--- src/rtl/rxw_pkg.sv ---
package rxw_pkg;

  typedef enum logic [3:0] {
    S_IDLE, S_RD0, S_RD1, S_RD2, S_RD3, S_PLAN, S_BUF1, S_BUF2, S_WB, S_STOP
  } walk_state_t;

  localparam int OWN_POS   = 31;
  localparam int NOINT_POS = 31;
  localparam int EOR_POS   = 15;
  localparam int CHN_POS   = 14;
  localparam int FIRST_POS = 9;
  localparam int LAST_POS  = 8;
  localparam int SZ_W      = 13;
  localparam int B1_LO     = 0;
  localparam int B2_LO     = 16;
  localparam int LEN_LO    = 16;
  localparam int LEN_W     = 14;

  typedef struct packed {
    logic rx_err;
    logic dribble;
    logic crc;
    logic ext;
  } rx_flags_t;

  function automatic logic size_usable(input logic [SZ_W-1:0] s);
    return (s != '0) && (s[1:0] == 2'b00);
  endfunction

  function automatic logic size_misaligned(input logic [SZ_W-1:0] s);
    return s[1:0] != 2'b00;
  endfunction

  function automatic logic [31:0] pack_status(input logic first, input logic last,
                                              input logic [LEN_W-1:0] len,
                                              input rx_flags_t f);
    logic [31:0] w;
    w = '0;
    w[FIRST_POS] = first;
    w[LAST_POS]  = last;
    if (last) begin
      w[LEN_LO +: LEN_W] = len;
      w[3] = f.rx_err;
      w[2] = f.dribble;
      w[1] = f.crc;
      w[0] = f.ext;
    end
    return w;
  endfunction

endpackage

--- src/rtl/rxw_ctl_decode.sv ---
module rxw_ctl_decode
  import rxw_pkg::*;
#(
  parameter int AW         = 32,
  parameter int DESC_BYTES = 32
) (
  input  logic [31:0]     ctl,
  input  logic [AW-1:0]   ptr2,
  input  logic [AW-1:0]   cur,
  input  logic [AW-1:0]   base,
  output logic [AW-1:0]   nxt,
  output logic [SZ_W-1:0] b1_sz,
  output logic [SZ_W-1:0] b2_sz,
  output logic            b1_use,
  output logic            b2_use,
  output logic            cfg_bad,
  output logic            no_int
);
  localparam logic [AW-1:0] STRIDE = AW'(DESC_BYTES);

  logic chained, ring_end;

  always_comb begin
    ring_end = ctl[EOR_POS];
    chained  = ctl[CHN_POS];
    no_int   = ctl[NOINT_POS];
    b1_sz    = ctl[B1_LO +: SZ_W];
    b2_sz    = chained ? '0 : ctl[B2_LO +: SZ_W];
    b1_use   = size_usable(b1_sz);
    b2_use   = size_usable(b2_sz);
    cfg_bad  = ((b1_sz != '0) && size_misaligned(b1_sz)) ||
               ((b2_sz != '0) && size_misaligned(b2_sz));
    if (ring_end)     nxt = base;
    else if (chained) nxt = ptr2;
    else              nxt = cur + STRIDE;
  end

endmodule

--- src/rtl/rxw_status_pack.sv ---
module rxw_status_pack
  import rxw_pkg::*;
(
  input  logic             first,
  input  logic             last,
  input  logic [LEN_W-1:0] len,
  input  rx_flags_t        flags,
  output logic [31:0]      word
);
  always_comb word = pack_status(first, last, len, flags);
endmodule

--- src/rtl/rxw_irq_unit.sv ---
module rxw_irq_unit (
  input  logic clk,
  input  logic rst_n,
  input  logic set_evt,
  input  logic clr,
  output logic sts
);
  always_ff @(posedge clk) begin
    if (!rst_n)       sts <= 1'b0;
    else if (set_evt) sts <= 1'b1;
    else if (clr)     sts <= 1'b0;
  end
endmodule

--- src/rtl/rx_desc_walker.sv ---
module rx_desc_walker
  import rxw_pkg::*;
#(
  parameter int AW         = 32,
  parameter int DESC_BYTES = 32
) (
  input  logic            clk,
  input  logic            rst_n,
  input  logic            start,
  input  logic [AW-1:0]   list_base,
  output logic            mem_req,
  output logic            mem_we,
  output logic [AW-1:0]   mem_addr,
  output logic [31:0]     mem_wdata,
  input  logic [31:0]     mem_rdata,
  input  logic            mem_ack,
  output logic            buf_valid,
  output logic [AW-1:0]   buf_addr,
  output logic [SZ_W-1:0] buf_size,
  input  logic            fe_done,
  input  logic [SZ_W-1:0] fe_bytes,
  input  logic            fe_eof,
  input  logic            fe_rx_err,
  input  logic            fe_dribble,
  input  logic            fe_crc_err,
  input  logic            fe_ext_sts,
  input  logic            int_ack,
  output logic            rx_irq,
  output logic            buf_unavail,
  output logic            cfg_err
);
  localparam int WORD_B = 4;

  walk_state_t      state_q;
  logic [AW-1:0]    cur_q, base_q, bp1_q, bp2_q;
  logic [31:0]      ctl_q;
  logic             in_frame_q, first_q, last_q, unavail_q, cfg_q;
  logic [LEN_W-1:0] len_acc_q, wb_len_q;
  rx_flags_t        flags_q;

  logic [AW-1:0]    nxt_addr;
  logic [SZ_W-1:0]  b1_sz, b2_sz;
  logic             b1_use, b2_use, cfg_bad, no_int;
  logic [31:0]      wb_word;
  rx_flags_t        fe_flags;
  logic [LEN_W-1:0] len_sum;
  logic [AW-1:0]    word_off;

  // named events for the checker
  logic             evt_adv, evt_irq_set, evt_take;

  rxw_ctl_decode #(.AW(AW), .DESC_BYTES(DESC_BYTES)) dec_i (
    .ctl(ctl_q), .ptr2(bp2_q), .cur(cur_q), .base(base_q), .nxt(nxt_addr),
    .b1_sz(b1_sz), .b2_sz(b2_sz), .b1_use(b1_use), .b2_use(b2_use),
    .cfg_bad(cfg_bad), .no_int(no_int)
  );

  rxw_status_pack pack_i (
    .first(first_q), .last(last_q), .len(wb_len_q), .flags(flags_q), .word(wb_word)
  );

  always_comb begin
    fe_flags    = '{rx_err: fe_rx_err, dribble: fe_dribble, crc: fe_crc_err, ext: fe_ext_sts};
    len_sum     = len_acc_q + LEN_W'(fe_bytes);
    evt_adv     = (state_q == S_WB) && mem_ack;
    evt_irq_set = evt_adv && last_q && !no_int;
    evt_take    = buf_valid && fe_done;
  end

  rxw_irq_unit irq_i (
    .clk(clk), .rst_n(rst_n), .set_evt(evt_irq_set), .clr(int_ack), .sts(rx_irq)
  );

  always_comb begin
    case (state_q)
      S_RD1:   word_off = AW'(1 * WORD_B);
      S_RD2:   word_off = AW'(2 * WORD_B);
      S_RD3:   word_off = AW'(3 * WORD_B);
      default: word_off = '0;
    endcase
    mem_req   = (state_q == S_RD0) || (state_q == S_RD1) || (state_q == S_RD2) ||
                (state_q == S_RD3) || (state_q == S_WB);
    mem_we    = (state_q == S_WB);
    mem_addr  = cur_q + word_off;
    mem_wdata = wb_word;
    buf_valid = (state_q == S_BUF1) || (state_q == S_BUF2);
    buf_addr  = (state_q == S_BUF2) ? bp2_q : bp1_q;
    buf_size  = (state_q == S_BUF2) ? b2_sz : b1_sz;
    buf_unavail = unavail_q;
    cfg_err     = cfg_q;
  end

  always_ff @(posedge clk) begin
    if (!rst_n) begin
      state_q    <= S_IDLE;
      cur_q      <= '0;
      base_q     <= '0;
      ctl_q      <= '0;
      bp1_q      <= '0;
      bp2_q      <= '0;
      in_frame_q <= 1'b0;
      len_acc_q  <= '0;
      wb_len_q   <= '0;
      first_q    <= 1'b0;
      last_q     <= 1'b0;
      flags_q    <= '0;
      unavail_q  <= 1'b0;
      cfg_q      <= 1'b0;
    end else begin
      case (state_q)
        S_IDLE, S_STOP: begin
          if (start) begin
            cur_q      <= list_base;
            base_q     <= list_base;
            unavail_q  <= 1'b0;
            cfg_q      <= 1'b0;
            in_frame_q <= 1'b0;
            len_acc_q  <= '0;
            state_q    <= S_RD0;
          end
        end
        S_RD0: begin
          if (mem_ack) begin
            if (mem_rdata[OWN_POS]) begin
              state_q <= S_RD1;
            end else begin
              unavail_q <= 1'b1;
              state_q   <= S_STOP;
            end
          end
        end
        S_RD1: begin
          if (mem_ack) begin
            ctl_q   <= mem_rdata;
            state_q <= S_RD2;
          end
        end
        S_RD2: begin
          if (mem_ack) begin
            bp1_q   <= mem_rdata[AW-1:0];
            state_q <= S_RD3;
          end
        end
        S_RD3: begin
          if (mem_ack) begin
            bp2_q   <= mem_rdata[AW-1:0];
            state_q <= S_PLAN;
          end
        end
        S_PLAN: begin
          if (cfg_bad) cfg_q <= 1'b1;
          first_q  <= !in_frame_q && (b1_use || b2_use);
          last_q   <= 1'b0;
          flags_q  <= '0;
          wb_len_q <= '0;
          if (b1_use)      state_q <= S_BUF1;
          else if (b2_use) state_q <= S_BUF2;
          else             state_q <= S_WB;
        end
        S_BUF1, S_BUF2: begin
          if (fe_done) begin
            if (fe_eof) begin
              last_q     <= 1'b1;
              flags_q    <= fe_flags;
              wb_len_q   <= len_sum;
              len_acc_q  <= '0;
              in_frame_q <= 1'b0;
              state_q    <= S_WB;
            end else begin
              len_acc_q  <= len_sum;
              in_frame_q <= 1'b1;
              state_q    <= ((state_q == S_BUF1) && b2_use) ? S_BUF2 : S_WB;
            end
          end
        end
        S_WB: begin
          if (mem_ack) begin
            cur_q   <= nxt_addr;
            state_q <= S_RD0;
          end
        end
        default: state_q <= S_IDLE;
      endcase
    end
  end

endmodule

--- config.mk ---
export PLATFORM = sky130hd
export DESIGN_NAME = rx_desc_walker
export DESIGN_NICKNAME = d
export VERILOG_FILES = /design/src/rtl/rxw_pkg.sv /design/src/rtl/rxw_ctl_decode.sv /design/src/rtl/rxw_status_pack.sv /design/src/rtl/rxw_irq_unit.sv /design/src/rtl/rx_desc_walker.sv
export SDC_FILE = /design/constraint.sdc
export NUM_CORES = 1
export LEC_CHECK = 0
export ABC_CLOCK_PERIOD_IN_PS = 3900
export BUFFER_PORTS_ARGS = -buffer_cell sky130_fd_sc_hd__buf_2
export CAP_MARGIN = 20
export CORE_MARGIN = 3
export CORE_UTILIZATION = 35
export DETAILED_ROUTE_END_ITERATION = 16
export PLACE_DENSITY = 0.59
export SLEW_MARGIN = 20
export SYNTH_ARGS = -nofsm -noshare
export SYNTH_HDL_FRONTEND = slang
export SYNTH_HIERARCHICAL = 1
export SYNTH_SLANG_ARGS = --single-unit
export TNS_END_PERCENT = 5
--- constraint.sdc ---
create_clock -name clk -period 3.9 [get_ports clk]
set_clock_uncertainty 0.15 [all_clocks]
set_input_delay 0.39 -clock clk [delete_from_list [all_inputs] [get_ports clk]]
set_output_delay 0.39 -clock clk [all_outputs]
set_load 0.05 [all_outputs]
After elaboration in Yosys (flattened, before gate mapping) --
Index checks and enable logic that the tools add are counted.
Word-level totals: bits of input ports 88, bits in registers 202, logic and storage cells 131, output and inout port bits 115
Cells by class: add/sub/neg operators 3, equality and inequality tests 19, reduce and logical (&&, ||, !) cells 43, multiplexer cells 48
Operators by type and width (count):
- 2-to-1 mux 32 bit | 5
- 2-to-1 mux 14 bit | 6
- case mux 32 bit (2 select lines) | 1
- 2-to-1 mux 4 bit | 15
- case mux 14 bit (2 select lines) | 2
- adder 32 bit | 1
- adder 32 x 6 -> 32 bit (second input constant) | 1
- case mux 4 bit (8 select lines) | 1
- 2-to-1 mux 13 bit | 2
- nonzero test 13 bit | 2
- != test 2 bit (second input constant) | 9
- == test 4 x 3 -> 1 bit (second input constant) | 4
- nonzero test 2 bit | 8
- adder 14 x 13 -> 14 bit | 1
- case mux 4 bit (3 select lines) | 1
- AND reduction 3 bit | 4
- 2-to-1 mux 1 bit | 10
- logical AND 1 bit | 9
- == test 4 x 2 -> 1 bit (second input constant) | 2
- == test 4 bit (second input constant) | 2
- case mux 1 bit (2 select lines) | 4
- case mux 4 bit (2 select lines) | 1
- AND reduction 2 bit | 4
- logical OR 1 bit | 7
- other kinds (8) | 11

Depth between registers and ports, before layout --
Gate-level depths: netlist of run 1.
depth in word-level cells 8, depth in mapped cells 12, gate-level depth less buffers 10

Hierarchy --
Netlist of run 1, hierarchy kept.
By module, submodules not included:
- rx_desc_walker | cells an instance 1158, sequential area each 4023.9 µm², area each 9760.6 µm², instances 1
- rxw_ctl_decode | cells an instance 213, sequential area each 0.0 µm², area each 1370.1 µm², instances 1
- rxw_status_pack | cells an instance 34, sequential area each 0.0 µm², area each 250.2 µm², instances 1
- rxw_irq_unit | cells an instance 3, sequential area each 20.0 µm², area each 41.3 µm², instances 1

Worst setup path after synthesis of run 1 --
OpenSTA, ideal clock, no wires.
kind register -> output, from reg state_q[0], to out mem_addr[20], data required time 3360 ps, cell stages (with the launch flop) 12, path slack 289 ps, path buffers 3, arrival time 3071 ps, cell sequence dfxtp_1 -> clkbuf_2 -> buf_2 -> buf_2 -> nor3_1 -> ha_1 -> inv_1 -> fa_1 -> nor4_4 -> nand2_1 -> nor2_1 -> xor2_1
On the way: cells in the longest elaborated chain, start to end 3, elaborated cells on any way between the ends 5, classes of those cells add/sub: 1; eq/ne: 3; mux: 1
RTL lines:
- from (decl) | line rx_desc_walker.sv:34 | walk_state_t state_q;
- from (signal assigned) | line rx_desc_walker.sv:172 | state_q <= ((state_q == S_BUF1) && b2_use) ? S_BUF2 : S_WB;
- == test 4 x 3 -> 1 bit / == test 4 x 2 -> 1 bit (equally long branches) | line rx_desc_walker.sv:75 | case (state_q)
- case mux 4 bit (3 select lines) (*) | line rx_desc_walker.sv:75
- adder 32 bit (*) | line rx_desc_walker.sv:84 | mem_addr = cur_q + word_off;
- to (decl) | line rx_desc_walker.sv:13 | output logic [AW-1:0] mem_addr,
Mark *: on every way between the ends. The rest lies on a longest branch, timed or not.

Final worst setup path of run 1 --
from reg state_q[1], to out mem_addr[30]
The elaborated chain is that of the path after synthesis.

==> run_results.csv, run 1 <==
group,metric,value,unit
die,start_util,35.7,%
sta,setup_viol,0,
placed_design,io_buffer_count,190,
worst_setup_path,worstPathRequired,3.36,ns
die,die_area,34500,um2
finish,seq_area,3980,um2
worst_setup_path,startpoint_type,"flop",
detailed_routing,first_pass_iters,5,
die,die_w,186,um
finish,num-nets-final,1629,
worst_setup_path,critPathCaptureType,"primary output",
detailed_routing,wl,36600,um
worst_setup_path,slowest_stage,"fa_1",
clock_tree,htreeDepth,4,
pwr,comb_power_share,42.1,%
worst_setup_path,cpPeakStageDelay,0.53,ns
detailed_routing,vias,10300,
clock_tree,root_buffer,"clkbuf_16",
detailed_routing,wl_per_cell,18.9,um
pwr,swShare,45.3,%
clock_tree,holdBufCountCts,0,
pwr,p_seq_share,35.2,%
placed_design,post-dp-hpwl,26100,um
detailed_routing,dr_wl_met2,16900,um
clock_tree,clkLatencyLatePin,0.45,ns
worst_setup_path,worst-r2r-cell-count,7,
worst_setup_path,reg2reg_to,"cur_q[26]$_SDFFE_PN0P_",
finish,n_fill_cell,3251,
sta,layout_min_cycle_time,3.72,ns
sta,tightest_slew,1.10,ns
sta,hold_viol,0,
detailed_routing,drt_iter0_drc,678,
global_route,antenna_found_initial,2,
finish,post-route-util,40.9,%
clock_tree,cts_sinks,199,
sta,worst_slack,0.175,ns
worst_setup_path,reg2reg_slack,1.30,ns
global_route,grt_max_degree,65,
global_route,grt_pass1_wl,56100,um
detailed_routing,top_layer,"met5",
sta,max-slew-margin-rel,26.9,%
synthesis,postSynthAreaPerCell,8.11,um2
run,drv_cap,0,
clock_tree,cts_tree,"yes",
synthesis,synth_warnings,6,
detailed_routing,vias_per_cell,5.32,
pwr,vdd_drop_max,0.333,mV
die,ios,203,
sta,max_freq,268,MHz
pwr,p_per_area,598,nW/um2
pwr,power_leakage,5.17,nW
worst_hold_path,hold_start,"mem_rdata[3]",
run_status,status,"finished, final reports clean",
sta,setup-tns-final,0,ns
placed_design,place_congestion,0.867,
finish,area_growth,14.7,%
worst_hold_path,hold-path-cell-count,3,
worst_hold_path,min_path_type,"primary input to flop",
pwr,pwr-share-clk,22.7,%
clock_tree,cts_buffer_depth,2,
worst_setup_path,worstSetupPathType,"flop to primary output",
sta,fin_crit_sh,95.5,%
worst_setup_path,cp_cell_sequence,"and2b_1 -> nand2b_1 -> a21o_1 -> fa_1 -> nor4_4 -> buf_4 -> nand2_1 -> nor2_1 -> xnor2_1 -> clkbuf_4",
synthesis,syn_inst,1396,
global_route,grt_pass1_vias,9863,
clock_tree,clk_pin_slew,0.08,ns
detailed_routing,drc,0,
synthesis,synth_area,11300,um2
detailed_routing,drtAntennaViolNets,0,
placed_design,place_ws,0.477,ns
detailed_routing,met3WireLength,2490,um
sta,rsz0062_at_grt,"false",
pwr,p_int,4.25,mW
worst_setup_path,worst_r2r_startpoint,"cur_q[7]$_SDFFE_PN0P_",
clock_tree,numCtsBuffers,17,
pwr,p_sw,3.51,mW
die,core,31700,um2
sta,whs,0.0533,ns
worst_hold_path,whs_endpoint,"bp2_q[3]$_SDFFE_PN0P_",
detailed_routing,wl_met1,16400,um
finish,multi_input_area,6660,um2
global_route,grt_usage,20.9,%
die,fp-row-count,65,
worst_setup_path,cp.arrival,3.18,ns
finish,drive_gt1_share,22.8,%
die,die_y,186,um
sta,slew_violations,0,
finish,diodes,0,
worst_setup_path,path_max_fanout,7,
global_route,globalRouteOverflowTotal,0,
registers in the layout (all words and copies together), names as in the netlist, 4 cells and up:
register,count
len_acc_q,14
flags_q,4
ctl_q,29
state_q,4
bp2_q,32
cur_q,32
base_q,32
bp1_q,32
wb_len_q,14
stage by stage:
| stage | total power [mW] | instance area (um2) | instances |
|---|---|---|---|
| finish | 7.77 | 13000 | 1938 |
| CTS | 7.79 | 13000 | 1938 |
| global route | 8.21 | 13000 | 1938 |
| detailed placement | 6.02 | 12400 | 1904 |
| floorplan | 5.19 | 11400 | 1407 |
| global placement | 5.99 | 12400 | 1904 |
power groups by stage:
stage	Clock, mW	Sequential [mW]	Combinational, mW
detailed placement	0	2.77	3.25
global placement	0	2.76	3.23
CTS	1.80	2.73	3.27
finish	1.76	2.73	3.27
floorplan	0	2.67	2.52
global route	1.87	2.78	3.56
placed cells by master (no fill, tap or decap), types with 30 or more instances in the layout:
| cell | instances |
|---|---|
| mux2i_1 | 43 |
| nand3_1 | 40 |
| a211oi_1 | 34 |
| nand2_1 | 317 |
| buf_4 | 30 |
| buf_2 | 187 |
| nor2_1 | 69 |
| mux2_2 | 48 |
| a21boi_0 | 75 |
| a21oi_1 | 78 |
| dfxtp_1 | 199 |
routing by layer:
layer,vias to the layer above,GRT usage [%]
met1,4855,27.5
li1,5059,-
met2,332,34.4
met4,4,6.34
met3,58,4.65
met5,-,0
final cells by class:
| cell class | count | share of cell area, % |
|---|---|---|
| repair buffers | 221 | 9.27 |
| multi-input cells | 1067 | 51.3 |
| well taps | 402 | 3.87 |
| clock buffers | 17 | 3.28 |
| inverters | 17 | 0.491 |
| clock inverters | 15 | 1.12 |
| flip-flops and latches | 199 | 30.7 |
critical path, delay by kind of cell (launching register included):
family	cells	cell delay, ns
and+or+nand+nor	5	1.02
adders and majority gates	1	0.53
buffers and inverters	2	0.48
DFF	1	0.35
AOI/OAI and AO/OA	1	0.24
xor gates and xnor gates	1	0.13
how the worst max path moves through the flow:
| stage | cells past startpoint | end | startpoint |
|---|---|---|---|
| after CTS | 10 | mem_addr[30] | state_q[1]$_SDFFE_PN0P_ |
| after floorplan | 11 | mem_addr[20] | state_q[0]$_SDFFE_PN0P_ |
| after global routing | 12 | mem_addr[19] | state_q[1]$_SDFFE_PN0P_ |
| after global placement | 11 | mem_addr[19] | state_q[1]$_SDFFE_PN0P_ |
| final | 10 | mem_addr[30] | state_q[1]$_SDFFE_PN0P_ |
| after detailed placement | 11 | mem_addr[19] | state_q[1]$_SDFFE_PN0P_ |
timing repair:
action / in CTS / in global routing
buffers inserted: 2 / 0
hold endpoints to repair: 0 / 0
resized for setup: 0 / 4
endpoints found under the setup margin: 1 / 3
pin swaps: 0 / 0
Power figures use the tool's default switching activity.
==> inputs of run 2 (changes only) <==
--- a/config.mk
+++ b/config.mk
@@ -12,6 +12,7 @@
 export CORE_UTILIZATION = 35
 export DETAILED_ROUTE_END_ITERATION = 16
 export PLACE_DENSITY = 0.59
+export REMOVE_ABC_BUFFERS = 1
 export SLEW_MARGIN = 20
 export SYNTH_ARGS = -nofsm -noshare
 export SYNTH_HDL_FRONTEND = slang
==> run 2 against run 1 <==
Compared with the run above: sequential share of layout area is essentially flat; first-iteration DRC count rose by 11%; sequential power hardly changed; critical path type unchanged; highest routed layer is now met4; core utilization up 0.059 points; critical path depth grew 3; hold slack got worse by 0.012 ns; clock power increased by 7%.
==> run_results.csv, run 2 (same netlist as run 1, synthesis figures left out) <==
group,metric,value,unit
die,start_util,35.7,%
die,ios,203,
pwr,vdd_drop_max,0.302,mV
pwr,power_leakage,5.16,nW
finish,post-route-util,41.0,%
worst_setup_path,worst_r2r_startpoint,"len_acc_q[0]$_SDFFE_PN0P_",
die,fp-row-count,65,
finish,n_fill_cell,3274,
global_route,grt_usage,19.8,%
worst_setup_path,slowest_stage,"dfxtp_1",
detailed_routing,drtAntennaViolNets,0,
sta,tightest_slew,0.921,ns
sta,layout_min_cycle_time,3.73,ns
detailed_routing,wl_per_cell,18.3,um
placed_design,io_buffer_count,190,
worst_setup_path,path_buf_inv,4,
sta,fin_crit_sh,95.6,%
worst_hold_path,whs_endpoint,"base_q[27]$_SDFFE_PN0P_",
sta,worst_slack,0.172,ns
worst_setup_path,worstPathRequired,3.36,ns
worst_setup_path,startpoint_type,"flop",
sta,max-slew-margin-rel,38.4,%
worst_setup_path,reg2reg_to,"wb_len_q[12]$_SDFFE_PN0P_",
clock_tree,root_buffer,"clkbuf_16",
global_route,grt_pass1_vias,9498,
worst_setup_path,cp_cell_sequence,"buf_4 -> nor2b_1 -> nand2_1 -> a21o_1 -> inv_1 -> ha_1 -> a21o_1 -> nor4b_4 -> buf_4 -> and2_1 -> and4_1 -> xor2_1 -> buf_2",
placed_design,dp.cells,1899,
finish,final_cell_mix,"317 x nand2_1, 198 x dfxtp_1, 190 x buf_2, 78 x a21oi_1, 75 x a21boi_0",
detailed_routing,first_pass_iters,5,
finish,seq_area,3990,um2
worst_setup_path,worst-r2r-cell-count,8,
detailed_routing,drt_iter0_drc,751,
sta,hold_viol,0,
clock_tree,clk_pin_slew,0.10,ns
die,die_area,34500,um2
finish,fin_cells,1934,
clock_tree,holdBufCountCts,0,
global_route,grt_max_degree,87,
global_route,grt_pass1_wl,54200,um
clock_tree,htreeDepth,4,
sta,setup-tns-final,0,ns
sta,slew_violations,0,
finish,drive_gt1_share,22.6,%
finish,multi_input_area,6660,um2
worst_setup_path,cpPeakStageDelay,0.37,ns
finish,area_growth,14.8,%
global_route,globalRouteOverflowTotal,0,
detailed_routing,wl,35300,um
detailed_routing,vias,10200,
worst_setup_path,cp.arrival,3.19,ns
detailed_routing,vias_per_cell,5.29,
finish,num-nets-final,1623,
finish,fin_area,13000,um2
worst_setup_path,path_max_fanout,16,
sta,setup_viol,0,
run_status,status,"finished, final reports clean",
global_route,antenna_found_initial,3,
die,core,31700,um2
worst_hold_path,hold-path-cell-count,3,
placed_design,place_ws,0.592,ns
detailed_routing,drc,0,
clock_tree,cts_buffer_depth,2,
die,die_y,186,um
clock_tree,cts_tree,"yes",
placed_design,place_congestion,0.838,
worst_setup_path,critical_path.top_delay_family,"simple AND/OR/NAND/NOR gates",
clock_tree,cts_sinks,199,
worst_setup_path,startpoint,"state_q[2]$_SDFFE_PN0P_",
worst_setup_path,worstSetupPathType,"flop to primary output",
finish,layout_commonest_cell,"nand2_1",
placed_design,dpl_cell_area,12400,um2
run,drv_cap,0,
pwr,p_per_area,604,nW/um2
worst_setup_path,reg2reg_slack,1.26,ns
clock_tree,clkLatencyLatePin,0.44,ns
clock_tree,numCtsBuffers,17,
die,die_w,186,um
sta,max_freq,268,MHz
worst_hold_path,hold_start,"list_base[27]",
worst_hold_path,min_path_type,"primary input to flop",
worst_setup_path,critPathCaptureType,"primary output",
placed_design,post-dp-hpwl,25000,um
sta,rsz0062_at_grt,"false",
==> run 2: cell types whose count changed in the layout (fill, tap and decap cells not counted), moves of 2 or more <==
| cell | delta |
|---|---|
| diode_2 | +2 |
| clkbuf_4 | -3 |
| inv_8 | +4 |
| clkinvlp_4 | -2 |
| inv_12 | +2 |
| inv_6 | -5 |
| buf_4 | -6 |
| clkinv_2 | -3 |
| buf_2 | +3 |
| clkinv_8 | +5 |
==> run 2: worst reg2reg max path, stage by stage (launching register included) <==
cell	delay [ns]
dfxtp_1	0.34
ha_1	0.18
inv_1	0.06
fa_1	0.40
and2b_1	0.29
o2111ai_1	0.21
a2111oi_1	0.59
nor4_1	0.14
o31ai_2	0.22
==> run 2: what timing repair did <==
| action | in CTS | in global routing |
|---|---|---|
| gates resized for setup | 0 | 1 |
| setup buffers | 0 | 1 |
| setup endpoints to repair | 0 | 3 |
==> run 2: cell type report <==
type                            instances  area share (%)
Sequential cell                       199            30.6
Clock inverter                         15            1.63
Multi-Input combinational cell       1067            51.2
Timing Repair Buffer                  215            8.85
Inverter                               17           0.491
Tap cell                              402            3.87
Clock buffer                           17            3.27
Antenna cell                            2          0.0385
==> run 2: report_power, final <==
part / internal [mW] / switching [mW] / total [mW]
logic: 1.00 / 2.21 / 3.22
clock network: 0.898 / 0.980 / 1.88
registers: 2.33 / 0.432 / 2.76
==> run 2: stage by stage <==
step | power (mW) | hold WS [ns]
2_1_floorplan | 5.02 | 0.267
3_3_place_gp | 5.97 | 0.283
3_5_place_dp | 6.02 | 0.286
4_1_cts | 7.89 | 0.0297
5_1_grt | 8.30 | 0.0267
6_report | 7.86 | 0.0412
==> run 2: how the worst max path moves through the flow <==
stage	endpoint	cells after the start	slack (ns)
3_3_place_gp	mem_addr[19]	11	0.67
2_1_floorplan	mem_req	3	-0.62
5_1_grt	mem_addr[19]	13	0.02
3_5_place_dp	mem_addr[19]	12	0.59
6_report	mem_addr[19]	13	0.17
4_1_cts	mem_addr[19]	12	0.11
==> run 2: per-layer routing <==
layer  part of all wire, %  vias up  track usage [%]
li1                      -     5041                -
met3                   5.4       30             2.64
met4                   1.3        0             4.47
met5                     0        -                0
met2                    46      312             32.3
met1                    47     4855             28.0
